## config.mk

```make
export PLATFORM = sky130hd
export DESIGN_NAME = buf_admit_ctrl
export DESIGN_NICKNAME = d
export VERILOG_FILES = /design/src/rtl/buf_adm_pkg.sv /design/src/rtl/adm_cfg_regs.sv /design/src/rtl/adm_limit_select.sv /design/src/rtl/adm_port_counter.sv /design/src/rtl/buf_admit_ctrl.sv
export SDC_FILE = /design/constraint.sdc
export NUM_CORES = 1
export LEC_CHECK = 0
export BUFFER_PORTS_ARGS = -buffer_cell sky130_fd_sc_hd__buf_2
export CORE_MARGIN = 5
export CORE_UTILIZATION = 55
export DETAILED_ROUTE_END_ITERATION = 7
export PLACE_DENSITY = 0.79
export SLEW_MARGIN = 20
export SYNTH_ARGS = -nofsm -noshare
export SYNTH_HDL_FRONTEND = slang
export SYNTH_SLANG_ARGS = --single-unit
```

## constraint.sdc

```tcl
create_clock -name clk -period 13.2 [get_ports clk]
set_input_delay 0.66 -clock clk [delete_from_list [all_inputs] [get_ports clk]]
set_output_delay 0.66 -clock clk [all_outputs]
set_load 0.05 [all_outputs]
```

## src/rtl/buf_adm_pkg.sv

```systemverilog
package buf_adm_pkg;

    localparam int LVL_W  = 8;
    localparam int WORD_W = 32;

    typedef struct packed {
        logic [LVL_W-1:0] crowded;
        logic [LVL_W-1:0] single;
    } lvl_pair_t;

    typedef enum logic {
        CFG_DROP  = 1'b0,
        CFG_PAUSE = 1'b1
    } cfg_sel_e;

    localparam lvl_pair_t DROP_RST  = '{crowded: 8'h49, single: 8'h64};
    localparam lvl_pair_t PAUSE_RST = '{crowded: 8'h21, single: 8'h3C};

    function automatic logic [LVL_W-1:0] pick_level(lvl_pair_t p, logic busy_many);
        return busy_many ? p.crowded : p.single;
    endfunction

    function automatic logic [WORD_W-1:0] pack_word(lvl_pair_t p);
        return {{(WORD_W-2*LVL_W){1'b0}}, p};
    endfunction

    function automatic lvl_pair_t unpack_word(logic [WORD_W-1:0] w);
        return lvl_pair_t'(w[2*LVL_W-1:0]);
    endfunction

endpackage

```

## src/rtl/adm_cfg_regs.sv

```systemverilog
module adm_cfg_regs
    import buf_adm_pkg::*;
(
    input  logic              clk,
    input  logic              rst,
    input  logic              wr_en,
    input  logic              addr,
    input  logic [WORD_W-1:0] wdata,
    output lvl_pair_t         drop_lvl,
    output lvl_pair_t         pause_lvl,
    output logic [WORD_W-1:0] rdata
);

    cfg_sel_e sel;
    assign sel = cfg_sel_e'(addr);

    always_ff @(posedge clk) begin
        if (rst) begin
            drop_lvl  <= DROP_RST;
            pause_lvl <= PAUSE_RST;
        end else if (wr_en) begin
            if (sel == CFG_DROP) drop_lvl  <= unpack_word(wdata);
            else                 pause_lvl <= unpack_word(wdata);
        end
    end

    always_comb begin
        if (sel == CFG_PAUSE) rdata = pack_word(pause_lvl);
        else                  rdata = pack_word(drop_lvl);
    end

endmodule

```

## src/rtl/adm_limit_select.sv

```systemverilog
module adm_limit_select
    import buf_adm_pkg::*;
#(
    parameter int NUM_PORTS  = 3,
    parameter int CNT_W      = 8,
    parameter int ACT_THRESH = 36,
    localparam int ACT_W     = $clog2(NUM_PORTS + 1)
) (
    input  logic [CNT_W-1:0] cnt_all [NUM_PORTS],
    input  lvl_pair_t        drop_lvl,
    input  lvl_pair_t        pause_lvl,
    output logic [LVL_W-1:0] drop_lim,
    output logic [LVL_W-1:0] pause_lim,
    output logic [ACT_W-1:0] busy_cnt
);

    logic busy_many;

    always_comb begin
        busy_cnt = '0;
        for (int i = 0; i < NUM_PORTS; i++) begin
            if (cnt_all[i] >= CNT_W'(ACT_THRESH)) busy_cnt = busy_cnt + ACT_W'(1);
        end
    end

    assign busy_many = (busy_cnt >= ACT_W'(2));
    assign drop_lim  = pick_level(drop_lvl, busy_many);
    assign pause_lim = pick_level(pause_lvl, busy_many);

endmodule

```

## src/rtl/adm_port_counter.sv

```systemverilog
module adm_port_counter
    import buf_adm_pkg::*;
#(
    parameter int CNT_W = 8
) (
    input  logic             clk,
    input  logic             rst,
    input  logic             alloc,
    input  logic             free,
    input  logic [LVL_W-1:0] drop_lim,
    input  logic [LVL_W-1:0] pause_lim,
    output logic             grant,
    output logic             drop,
    output logic             pause,
    output logic [CNT_W-1:0] cnt
);

    logic room, inc, dec;

    assign room  = (CNT_W'(drop_lim) > cnt) && (cnt != '1);
    assign grant = alloc & room;
    assign drop  = alloc & ~room;
    assign inc   = grant;
    assign dec   = free & (cnt != '0);
    assign pause = (cnt >= CNT_W'(pause_lim));

    always_ff @(posedge clk) begin
        if (rst) begin
            cnt <= '0;
        end else begin
            unique case ({inc, dec})
                2'b10:   cnt <= cnt + CNT_W'(1);
                2'b01:   cnt <= cnt - CNT_W'(1);
                default: cnt <= cnt;
            endcase
        end
    end

endmodule

```

## src/rtl/buf_admit_ctrl.sv

```systemverilog
module buf_admit_ctrl
    import buf_adm_pkg::*;
#(
    parameter int NUM_PORTS  = 3,
    parameter int CNT_W      = 8,
    parameter int ACT_THRESH = 36,
    localparam int ACT_W     = $clog2(NUM_PORTS + 1)
) (
    input  logic                 clk,
    input  logic                 rst,
    input  logic [NUM_PORTS-1:0] alloc_req,
    input  logic [NUM_PORTS-1:0] free_req,
    output logic [NUM_PORTS-1:0] alloc_grant,
    output logic [NUM_PORTS-1:0] alloc_drop,
    output logic [NUM_PORTS-1:0] pause_req,
    input  logic                 cfg_wr_en,
    input  logic                 cfg_addr,
    input  logic [WORD_W-1:0]    cfg_wdata,
    output logic [WORD_W-1:0]    cfg_rdata
);

    lvl_pair_t        drop_lvl, pause_lvl;
    logic [LVL_W-1:0] drop_lim, pause_lim;
    logic [ACT_W-1:0] busy_cnt;
    logic [CNT_W-1:0] cnt_all [NUM_PORTS];

    adm_cfg_regs u_regs (
        .clk       (clk),
        .rst       (rst),
        .wr_en     (cfg_wr_en),
        .addr      (cfg_addr),
        .wdata     (cfg_wdata),
        .drop_lvl  (drop_lvl),
        .pause_lvl (pause_lvl),
        .rdata     (cfg_rdata)
    );

    adm_limit_select #(
        .NUM_PORTS  (NUM_PORTS),
        .CNT_W      (CNT_W),
        .ACT_THRESH (ACT_THRESH)
    ) u_sel (
        .cnt_all   (cnt_all),
        .drop_lvl  (drop_lvl),
        .pause_lvl (pause_lvl),
        .drop_lim  (drop_lim),
        .pause_lim (pause_lim),
        .busy_cnt  (busy_cnt)
    );

    for (genvar g = 0; g < NUM_PORTS; g++) begin : g_port
        adm_port_counter #(.CNT_W(CNT_W)) u_cnt (
            .clk       (clk),
            .rst       (rst),
            .alloc     (alloc_req[g]),
            .free      (free_req[g]),
            .drop_lim  (drop_lim),
            .pause_lim (pause_lim),
            .grant     (alloc_grant[g]),
            .drop      (alloc_drop[g]),
            .pause     (pause_req[g]),
            .cnt       (cnt_all[g])
        );
    end

endmodule

```

==> flow_summary.yaml, run 1 <==
worst_setup_path:
  startpoint: "g_port[1].u_cnt.cnt[4]"
  start_of_the_worst_register_to_register_path: "g_port[1].u_cnt.cnt[4]"
  startpoint_type: "flop"
  timing.reg2reg.setup_slack_ps: 8170
  critPathMaxStageDelay_ps: 510
  critical-path-top-cell-by-count: "sky130_fd_sc_hd__ha_1"
  worstPathCellList: "inv_2 -> nand3_2 -> a211o_1 -> maj3_2 -> mux2_4 -> ha_1 -> nor2b_1 -> o21a_1 -> o21ai_0 -> a21oi_1 -> o211ai_1 -> ha_1 -> ha_1 -> a21o_1 -> a31o_2 -> o21a_1 -> o311ai_0 -> o41ai_1"
  crit_fanout: 16
  worst-setup-path-type: "reg2reg"
  critical_path_arrival_ps: 5230
  cp_data_required_time_ps: 13400
  critical-path-slowest-cell: "sky130_fd_sc_hd__maj3_2"
  endpoint_kind: "flop"
timing:
  layout_worst_path_cycle_share_pct: 38.1
  skew_ps: 8.77
  tns_ps: 0
  setup_violations: 0
  grt_setup_unrepaired: "no"
  fmax_mhz: 199
  maxSlewViolCount: 0
  slew_headroom_pct: 52.2
  worstMarginPinSlew_ps: 713
  post-route-min-period_ps: 5030
  timing_hold_violations_final: 0
route:
  remaining_routing_drc_violations: 0
  vias_per_cell: 5.88
  routed-via-count: 4142
  post_drt_wl_per_cell_um: 16.1
  routed_wl_um: 11300
  final_antenna_net_count: 0
  drt_pre_antenna_iters: 5
  first_iter_violations: 223
cts:
  cts.reportedPaths.clkPinSlew_ps: 120
  ctsResizeCount: 0
  numClockSinks: 56
  numCtsBuffers: 5
  worst_skew_pair.late_latency_ps: 320
  cts_buffer_depth: 2
  postCtsHoldBufs: 0
  cts.repair_timing.setup_buffer_count: 0
  cts_htree_levels: 2
  tritoncts: "yes"
  clock-root-buffer: "sky130_fd_sc_hd__clkbuf_8"
power_and_ir_drop:
  p_leak_nw: 2.32
  p_per_area_mw_per_mm2: 168
  peak_ir_drop_on_the_vdd_network_v: 0.0000778
synth:
  synth_cells: 570
  ys.flop_type: "sky130_fd_sc_hd__dfxtp_1"
  synth-edff-count: 0
  synth.mux.area_fraction_pct: 8.28
  syn_area_sq_mm: 0.00469
  synthArstFlopShare_pct: 0
  syn_avg_cell_area_sq_um: 8.22
  postSynthRegisterBits: 56
  yosys_warnings: 0
  synth_compound_area_share_pct: 18.6
  synth_cell_type_count: 47
  largest_family_of_logic_cells_by_synthesized_area: "adder cells"
  synthXorXnorAreaFrac_pct: 1.68
  synth-adder-area-share_pct: 19.9
  synth_seq_area_share_pct: 23.9
  synth_simple_gate_area_share_pct: 18.5
floorplan:
  num_rows: 33
  die_footprint_sq_mm: 0.0105
  chipHeight_um: 102
  num_io_pins: 83
  fp.dieW_um: 102
  start_util_pct: 56.8
  placeableCoreArea_sq_mm: 0.00826
placement:
  port-buffer-count: 50
  place.gp.congestion: 0.881
  hpwl_after_detailed_placement_um: 8480
finish:
  area_delta_synth_final_pct: 5.85
  fin_nets: 712
  final_layout_size_suffix_gt1_share_pct: 17.0
  most-common-layout-cells: "sky130_fd_sc_hd__nand2_1 (77), sky130_fd_sc_hd__ha_1 (69), sky130_fd_sc_hd__dfxtp_1 (56), sky130_fd_sc_hd__buf_2 (50), sky130_fd_sc_hd__a21oi_1 (47)"
  antenna_cells: 0
  final_core_util_pct: 60.1
  leading_cell_type_in_the_layout_fill_and_taps_excluded: "sky130_fd_sc_hd__nand2_1"
run_status:
  outcome: "complete, no violations"
global_routing:
  grt_start_max_net_pins: 48
  number_of_global_route_vias_before_repair: 4067
  number_of_antenna_violations_at_the_first_check_in_global_routing: 0
  grt_util_all_layers_pct: 22.3
  globalRoute.totalOverflow: 0
  wire_length_of_the_first_global_routing_pass_um: 18700
hold_path:
  class_of_the_tightest_hold_or_removal_check: "reg2reg"
  min_from: "u_regs.pause_lvl[11]"
job:
  max_capacitance_violation_total: 0
flip-flops by register name, summed over array words and instances, names as in the netlist:
name,count
g_port.u_cnt.cnt,24
u_regs.drop_lvl,16
u_regs.pause_lvl,16
area by class of cell:
cell class              instances  area [sq um]
fillers                       746          3300
multi-input cells             444          3200
clock inverters                 3          28.8
clock buffers                   5          68.8
inverters                      40           150
repair buffers                 51           258
well taps                     105           131
flip-flops and latches         56          1120
power breakdown:
part	total [mW]	leakage, nW	internal (mW)	switching, mW
Sequential	0.233	0.459	0.195	0.0377
Combinational	0.496	1.81	0.192	0.304
Clock	0.107	0.0511	0.0403	0.0662
Total	0.835	2.32	0.427	0.408
cell usage after synthesis, types with 4 or more instances:
cell / number / area (sq um)
sky130_fd_sc_hd__nand2b_1: 4 / 25.0
sky130_fd_sc_hd__inv_2: 9 / 33.8
sky130_fd_sc_hd__xor2_1: 9 / 78.8
sky130_fd_sc_hd__o211ai_1: 9 / 67.6
sky130_fd_sc_hd__nor2_1: 25 / 93.8
sky130_fd_sc_hd__nand3_1: 19 / 95.1
sky130_fd_sc_hd__inv_1: 31 / 116
sky130_fd_sc_hd__dfxtp_1: 56 / 1120
sky130_fd_sc_hd__nand2_1: 77 / 289
sky130_fd_sc_hd__nand4_1: 18 / 113
sky130_fd_sc_hd__nor2b_1: 10 / 62.6
sky130_fd_sc_hd__a21oi_1: 47 / 235
sky130_fd_sc_hd__a31oi_1: 6 / 37.5
sky130_fd_sc_hd__mux2i_1: 11 / 110
sky130_fd_sc_hd__o21a_1: 9 / 67.6
sky130_fd_sc_hd__nor3_1: 9 / 45.0
sky130_fd_sc_hd__mux2_2: 22 / 248
sky130_fd_sc_hd__a21o_1: 18 / 135
sky130_fd_sc_hd__ha_1: 69 / 863
sky130_fd_sc_hd__o21ai_0: 9 / 45.0
sky130_fd_sc_hd__buf_4: 25 / 188
sky130_fd_sc_hd__clkbuf_1: 16 / 60.1
cell families after synthesis:
family,after synthesis
flip-flops,56
multiplexers,35
adder cells (fa/ha/maj),73
buffers and inverters,85
other,1
AND/OR/NAND/NOR,180
AO/OA/AOI/OAI,131
XOR/XNOR,9
worst max-delay path: cells and delay by family, from the launching register on:
family                   cells  cell delay, ps
buffers and inverters        1             110
AND/OR/NAND/NOR              2             230
AO/OA/AOI/OAI               10            2190
multiplexers                 1             400
flip-flops                   1             410
adder cells (fa/ha/maj)      4            1560
path summary, 6_finish.rpt:
path | to | cells after the start
setup / recovery | g_port[2].u_cnt.cnt[7] | 18
setup reg to reg | g_port[2].u_cnt.cnt[7] | 18
hold / removal | u_regs.pause_lvl[11] | 2
hold reg to reg | u_regs.pause_lvl[11] | 2
per-layer routing:
metal  up-vias  global-route usage (%)  share of wire (%)
li1       2060                       -                  -
met1      1943                    28.8                 45
met2       131                    38.4                 48
met3         8                    4.44                6.5
met4         0                    5.15               0.99
met5         -                       0                  0
metrics by stage:
stage               worst slack, ps  hold WS [ps]  area [sq um]  power [mW]  instances
detailed placement             8300           459          4860       0.725        696
finish                         8170           481          4960       0.835        704
CTS                            8280           475          4960       0.833        704
floorplan                      8860           443          4740       0.634        585
global placement               8450           451          4860       0.703        696
global route                   7880           488          4960       0.910        704
(Power assumes the default switching activity.)
==> inputs of run 2 (changes only) <==
Settings changed: CORE_UTILIZATION 55 to 52, PLACE_DENSITY 0.79 to 0.78.
Clock period 13.2 ns to 4.1 ns, I/O delays scaled along.
==> run 2 against run 1 <==
Against the previous run:
- the run now ends with negative setup slack left
- clock-buffer cell count stayed put
- hold slack worse by 390 ps
- fmax is 13% higher
- non-clock buffer count is 99 higher
- setup slack worse by 8500 ps
- largest cell class unchanged
- largest power group unchanged
==> flow_summary.yaml, run 2 (synthesized netlist as in run 1, its figures left out) <==
run_status:
  outcome: "finished, violations left"
  violations: "negative setup slack"
placement:
  placedCellCount: 764
  place.gp.congestion: 0.847
  port-buffer-count: 50
  hpwl_after_detailed_placement_um: 9840
power_and_ir_drop:
  peak_ir_drop_on_the_vdd_network_v: 0.000319
  p_per_area_mw_per_mm2: 591
  p_leak_nw: 2.90
timing:
  skew_ps: 11.3
  grt_setup_unrepaired: "yes"
  slew_headroom_pct: 50.8
  tns_ps: -2120
  fmax_mhz: 225
  setup_violations: 15
  post-route-min-period_ps: 4440
  timing_hold_violations_final: 0
  maxSlewViolCount: 0
  final_critical_path_setup_slack_ps: -342
  layout_worst_path_cycle_share_pct: 108
  worstMarginPinSlew_ps: 734
global_routing:
  number_of_global_route_vias_before_repair: 4702
  grt_start_max_net_pins: 48
  number_of_antenna_violations_at_the_first_check_in_global_routing: 0
  wire_length_of_the_first_global_routing_pass_um: 22000
  grt_util_all_layers_pct: 23.7
  globalRoute.totalOverflow: 0
route:
  post_drt_wl_per_cell_um: 18.3
  routed-via-count: 4824
  drt_pre_antenna_iters: 5
  vias_per_cell: 5.99
  routed_wl_um: 14700
  final_antenna_net_count: 0
  remaining_routing_drc_violations: 0
  first_iter_violations: 235
worst_setup_path:
  r2r-end: "g_port[1].u_cnt.cnt[7]"
  critical_path_arrival_ps: 4640
  endpoint_kind: "flop"
  worst-setup-path-type: "reg2reg"
  startpoint_type: "flop"
  timing.reg2reg.setup_slack_ps: -340
  crit_fanout: 6
  start_of_the_worst_register_to_register_path: "g_port[1].u_cnt.cnt[3]"
  worst-r2r-cell-count: 19
  cp_data_required_time_ps: 4300
floorplan:
  start_util_pct: 53.5
  fp.dieW_um: 105
  num_io_pins: 83
  placeableCoreArea_sq_mm: 0.00876
  die_footprint_sq_mm: 0.0110
  num_rows: 34
  chipHeight_um: 105
cts:
  tritoncts: "yes"
  numClockSinks: 56
  numCtsBuffers: 5
  cts_buffer_depth: 2
  cts.reportedPaths.clkPinSlew_ps: 120
  postCtsHoldBufs: 0
  worst_skew_pair.late_latency_ps: 320
  cts_htree_levels: 2
  clock-root-buffer: "sky130_fd_sc_hd__clkbuf_8"
finish:
  area_delta_synth_final_pct: 35.2
  antenna_cells: 0
  leading_cell_type_in_the_layout_fill_and_taps_excluded: "sky130_fd_sc_hd__buf_4"
  most-common-layout-cells: "sky130_fd_sc_hd__buf_4 (86), sky130_fd_sc_hd__nand2_1 (75), sky130_fd_sc_hd__dfxtp_1 (50), sky130_fd_sc_hd__buf_2 (49), sky130_fd_sc_hd__ha_1 (41)"
  largest_register: "g_port.u_cnt.cnt"
  fin_nets: 811
  reg_top3: "g_port.u_cnt.cnt x24, u_regs.drop_lvl x16, u_regs.pause_lvl x16"
  finalNonFillerCells: 806
  final_core_util_pct: 72.3
  largest_reg_flops: 24
  final_layout_size_suffix_gt1_share_pct: 39.8
job:
  max_capacitance_violation_total: 0
hold_path:
  min_delay_path_depth: 3
  class_of_the_tightest_hold_or_removal_check: "in2reg"
  min_from: "cfg_wdata[2]"
  worstHoldEndpoint: "u_regs.pause_lvl[2]"
-- run 2: changes by cell type in the layout (fill, tap and decap cells not counted), moves of 5 or more --
cell,before,now
sky130_fd_sc_hd__o21ai_0,9,3
sky130_fd_sc_hd__buf_4,1,86
sky130_fd_sc_hd__mux2_2,22,17
sky130_fd_sc_hd__ha_4,0,27
sky130_fd_sc_hd__ha_1,69,41
sky130_fd_sc_hd__a21oi_2,0,10
sky130_fd_sc_hd__dfxtp_1,56,50
sky130_fd_sc_hd__a21oi_1,47,36
sky130_fd_sc_hd__o21ai_2,0,5
sky130_fd_sc_hd__buf_6,0,15
sky130_fd_sc_hd__mux2_4,2,7
sky130_fd_sc_hd__dfxtp_2,0,6
sky130_fd_sc_hd__nor2b_1,9,4
-- run 2: how the worst max path moves through the flow --
stage	startpoint	slack [ps]	to
after CTS	g_port[2].u_cnt.cnt[4]	-160	g_port[1].u_cnt.cnt[7]
final	g_port[1].u_cnt.cnt[3]	-340	g_port[1].u_cnt.cnt[7]
after floorplan	g_port[1].u_cnt.cnt[4]	-20	g_port[2].u_cnt.cnt[7]
after global routing	g_port[1].u_cnt.cnt[3]	-460	g_port[1].u_cnt.cnt[7]
after detailed placement	g_port[1].u_cnt.cnt[2]	-300	g_port[2].u_cnt.cnt[6]
after global placement	g_port[1].u_cnt.cnt[2]	-130	g_port[2].u_cnt.cnt[4]
-- run 2: timing repair --
| action | in CTS | in global routing |
|---|---|---|
| setup buffers | 25 | 14 |
| cloned | 0 | 0 |
| endpoints found under the hold margin | 0 | 0 |
| setup endpoints to repair | 14 | 18 |
| pin swaps | 29 | 37 |
| resized for setup | 40 | 51 |
-- run 2: final cells by class --
class | count | area (sq um)
sequential | 56 | 1130
multi-input combinational | 444 | 3770
tap | 108 | 135
clock inverter | 3 | 28.8
inverter | 40 | 150
clock buffer | 5 | 68.8
timing repair buffer | 150 | 1060
fill | 619 | 2420
-- run 2: per-stage QoR --
step | instance area [sq um] | setup slack [ps] | hold slack (ps) | power, mW
detailed placement | 5480 | -304 | 431 | 2.81
finish | 6340 | -342 | 93.6 | 3.75
floorplan | 4870 | -24.3 | 329 | 2.16
CTS | 5950 | -158 | 91.3 | 3.38
global route | 6340 | -459 | 95.6 | 3.99
global placement | 5480 | -126 | 429 | 2.71
-- run 2: layer usage --
| layer | track usage, % | wire length [um] | vias to the layer above |
|---|---|---|---|
| met5 | 0 | 0 | - |
| li1 | - | - | 2267 |
| met4 | 6.76 | 358 | 0 |
| met1 | 28.4 | 5840 | 2305 |
| met2 | 42.4 | 7530 | 207 |
| met3 | 4.87 | 1010 | 45 |
-- run 2: power breakdown --
part / leakage (nW) / switching [mW] / internal (mW) / total (mW)
combinational: 2.39 / 1.41 / 1.30 / 2.70
sequential: 0.462 / 0.0766 / 0.632 / 0.709
clock: 0.0511 / 0.206 / 0.130 / 0.336
-- run 2: critical path, stage by stage, from the launching register on --
cell and delay [ps]:
sky130_fd_sc_hd__dfxtp_2 340, sky130_fd_sc_hd__inv_2 70, sky130_fd_sc_hd__nand3_2 100, sky130_fd_sc_hd__a211o_1 330, sky130_fd_sc_hd__maj3_2 410, sky130_fd_sc_hd__mux2_4 380, sky130_fd_sc_hd__ha_4 230, sky130_fd_sc_hd__nor2b_4 120
sky130_fd_sc_hd__o21a_1 170, sky130_fd_sc_hd__o21ai_2 210, sky130_fd_sc_hd__a21oi_2 100, sky130_fd_sc_hd__o211ai_1 250, sky130_fd_sc_hd__ha_4 230, sky130_fd_sc_hd__buf_6 110, sky130_fd_sc_hd__ha_4 180, sky130_fd_sc_hd__a21o_1 200
sky130_fd_sc_hd__a31o_4 220, sky130_fd_sc_hd__o21a_1 200, sky130_fd_sc_hd__o311ai_1 320, sky130_fd_sc_hd__o41ai_1 150
==> inputs of run 3 (changes only) <==
Settings changed: ABC_AREA from default to 1, CORE_UTILIZATION 52 to 53, PLACE_DENSITY 0.78 to 0.79.
==> run 3 against run 2 <==
Against the previous run:
- the flow now finishes without violations
- setup slack better by 700 ps
- critical endpoint is now g_port[2].u_cnt.cnt[6]
- non-clock buffer count is 92 lower
- via count decreased by 1.5%
==> flow_summary.yaml, run 3 <==
route:
  drt_pre_antenna_iters: 5
  routed-via-count: 4751
  final_antenna_net_count: 0
  routed_wl_um: 12100
  vias_per_cell: 5.13
  post_drt_wl_per_cell_um: 13.1
  remaining_routing_drc_violations: 0
  first_iter_violations: 315
timing:
  slew_headroom_pct: 56.8
  maxSlewViolCount: 0
  grt_setup_unrepaired: "no"
  setup_violations: 0
  layout_worst_path_cycle_share_pct: 91.4
  skew_ps: 18.4
  tns_ps: 0
  worstMarginPinSlew_ps: 646
  post-route-min-period_ps: 3750
  fmax_mhz: 267
  timing_hold_violations_final: 0
synth:
  postSynthRegisterBits: 56
  yosys_warnings: 0
  syn_avg_cell_area_sq_um: 6.78
  synth-edff-count: 0
  synth_area_leader_cell: "sky130_fd_sc_hd__dfxtp_1"
  synth_commonest_cells: "sky130_fd_sc_hd__nand2_1 (164), sky130_fd_sc_hd__inv_1 (111), sky130_fd_sc_hd__ha_1 (69)"
  ys.flop_type: "sky130_fd_sc_hd__dfxtp_1"
  synth_seq_area_share_pct: 21.9
  post-synth-top-count-cell: "sky130_fd_sc_hd__nand2_1"
  yosys.area.top_type_share_pct: 21.9
  synthArstFlopShare_pct: 0
  synth_cell_type_count: 41
  synth_top_cells_by_area: "sky130_fd_sc_hd__dfxtp_1 (22%), sky130_fd_sc_hd__ha_1 (17%), sky130_fd_sc_hd__nand2_1 (12%)"
  synth_cells: 756
  syn_area_sq_mm: 0.00513
finish:
  leading_cell_type_in_the_layout_fill_and_taps_excluded: "sky130_fd_sc_hd__nand2_1"
  combined_area_of_the_multi_input_logic_cells_sq_mm: 0.00331
  seq_area_sq_mm: 0.00112
  reg_top3: "g_port.u_cnt.cnt x24, u_regs.drop_lvl x16, u_regs.pause_lvl x16"
  most-common-layout-cells: "sky130_fd_sc_hd__nand2_1 (164), sky130_fd_sc_hd__inv_1 (111), sky130_fd_sc_hd__ha_1 (67), sky130_fd_sc_hd__a21oi_1 (57), sky130_fd_sc_hd__nand3_1 (57)"
  largest_register: "g_port.u_cnt.cnt"
  largest_reg_flops: 24
  fin_nets: 906
  area_delta_synth_final_pct: 6.64
  final_layout_size_suffix_gt1_share_pct: 13.7
  layout.cell_area.non_filler_sq_mm: 0.00547
  num-fill-cells: 924
  antenna_cells: 0
cts:
  clock-root-buffer: "sky130_fd_sc_hd__clkbuf_8"
  numClockSinks: 56
  ctsResizeCount: 0
  numCtsBuffers: 5
  cts_htree_levels: 2
  cts_buffer_depth: 2
  tritoncts: "yes"
  cts.reportedPaths.clkPinSlew_ps: 130
  cts.repair_timing.setup_buffer_count: 0
  worst_skew_pair.late_latency_ps: 340
  postCtsHoldBufs: 0
floorplan:
  fp.dieW_um: 108
  placeableCoreArea_sq_mm: 0.00959
  num_io_pins: 83
  num_rows: 36
  start_util_pct: 53.5
  chipHeight_um: 108
  die_footprint_sq_mm: 0.0117
hold_path:
  class_of_the_tightest_hold_or_removal_check: "in2reg"
placement:
  port-buffer-count: 50
  place.gp.congestion: 0.837
  hpwl_after_detailed_placement_um: 9290
  dpl_cell_area_sq_mm: 0.00536
worst_setup_path:
  startpoint_type: "flop"
  endpoint_kind: "flop"
  crit_fanout: 17
  path_delay_family: "simple AND/OR/NAND/NOR gates"
  critical-path-top-cell-by-count: "sky130_fd_sc_hd__nand2_1"
  critical-path-slowest-cell: "sky130_fd_sc_hd__dfxtp_1"
  cp_data_required_time_ps: 4350
  worstPathBufferInverterCount: 3
  worst-setup-path-type: "reg2reg"
  worstPathCellList: "nor2_2 -> nand2_1 -> inv_2 -> nand2_4 -> nand2_4 -> nand2_8 -> nand3_1 -> nand2_1 -> ha_1 -> nand2_1 -> nor2_1 -> nand2_1 -> nand2_1 -> nand3_1 -> ha_1 -> buf_4 -> ha_1 -> or2_2 -> nand3b_1 -> nand2_1 -> nand2_1 -> nand3_1 -> nand2_1 -> inv_1"
  critPathMaxStageDelay_ps: 400
  critical_path_arrival_ps: 3990
job:
  max_capacitance_violation_total: 0
global_routing:
  grt_util_all_layers_pct: 21.3
  number_of_antenna_violations_at_the_first_check_in_global_routing: 0
  grt_start_max_net_pins: 36
  globalRoute.totalOverflow: 0
  wire_length_of_the_first_global_routing_pass_um: 20200
  number_of_global_route_vias_before_repair: 4254
run_status:
  outcome: "complete, no violations"
==> run 3: cell types whose count changed in the layout (fill, tap and decap cells not counted), moves of 26 or more <==
cell,before,now
sky130_fd_sc_hd__buf_4,86,8
sky130_fd_sc_hd__ha_1,41,67
sky130_fd_sc_hd__ha_4,27,0
sky130_fd_sc_hd__inv_1,27,111
sky130_fd_sc_hd__nand2_1,75,164
sky130_fd_sc_hd__nand3_1,19,57
sky130_fd_sc_hd__o21ai_0,3,53
==> run 3: kinds of logic after synthesis <==
logic type / share of synthesized area, %
xor+xnor: 1.37
simple gates: 29.4
compound gates: 14.4
flops: 21.9
other cells: 0.0731
buf+inv: 14.9
fa+ha+maj: 18.0
==> run 3: area by class of cell <==
class                      instances  area share [%]
tap                              133            3.04
sequential                        56            20.5
multi-input combinational        549            60.6
clock buffer                       5            1.26
inverter                         122            8.42
clock inverter                     3           0.526
timing repair buffer              58            5.67
==> run 3: worst register-to-register path, cell delays in order (launching register included) <==
cell and delay (ps):
sky130_fd_sc_hd__dfxtp_1 400, sky130_fd_sc_hd__nor2_2 130, sky130_fd_sc_hd__nand2_1 80, sky130_fd_sc_hd__inv_2 80, sky130_fd_sc_hd__nand2_4 60, sky130_fd_sc_hd__nand2_4 210, sky130_fd_sc_hd__nand2_8 160, sky130_fd_sc_hd__nand3_1 120
sky130_fd_sc_hd__nand2_1 150, sky130_fd_sc_hd__ha_1 340, sky130_fd_sc_hd__nand2_1 70, sky130_fd_sc_hd__nor2_1 190, sky130_fd_sc_hd__nand2_1 70, sky130_fd_sc_hd__nand2_1 90, sky130_fd_sc_hd__nand3_1 110, sky130_fd_sc_hd__ha_1 230
sky130_fd_sc_hd__buf_4 170, sky130_fd_sc_hd__ha_1 320, sky130_fd_sc_hd__or2_2 300, sky130_fd_sc_hd__nand3b_1 110, sky130_fd_sc_hd__nand2_1 60, sky130_fd_sc_hd__nand2_1 50, sky130_fd_sc_hd__nand3_1 60, sky130_fd_sc_hd__nand2_1 70
sky130_fd_sc_hd__inv_1 40
==> run 3: worst paths after layout <==
path | startpoint | to | slack (ps) | cells past startpoint
setup reg to reg | g_port[1].u_cnt.cnt[7] | g_port[2].u_cnt.cnt[6] | 350 | 24
setup / recovery | g_port[1].u_cnt.cnt[7] | g_port[2].u_cnt.cnt[6] | 350 | 24
hold reg to reg | u_regs.pause_lvl[12] | u_regs.pause_lvl[12] | 490 | 2
hold / removal | cfg_wdata[2] | u_regs.drop_lvl[2] | 70 | 3
==> run 3: through the flow <==
step	util (%)	hold WS [ps]	worst slack [ps]	cells
floorplan	-	318	835	771
global placement	55.8	422	341	918
detailed placement	55.8	425	284	918
CTS	56.9	73.9	254	926
global route	57.0	87.8	19.5	926
finish	57.0	70.0	354	926
==> run 3: layer usage <==
| metal | global-route usage, % | vias up | share of wire [%] |
|---|---|---|---|
| li1 | - | 2517 | - |
| met1 | 29.6 | 2105 | 47 |
| met2 | 34.7 | 110 | 46 |
| met3 | 2.75 | 19 | 5.1 |
| met4 | 5.95 | 0 | 2.1 |
| met5 | 0 | - | 0 |
Power of run 3 is not shown: default switching activity piles up to over one toggle a cycle in this logic, so the estimate is an artifact.
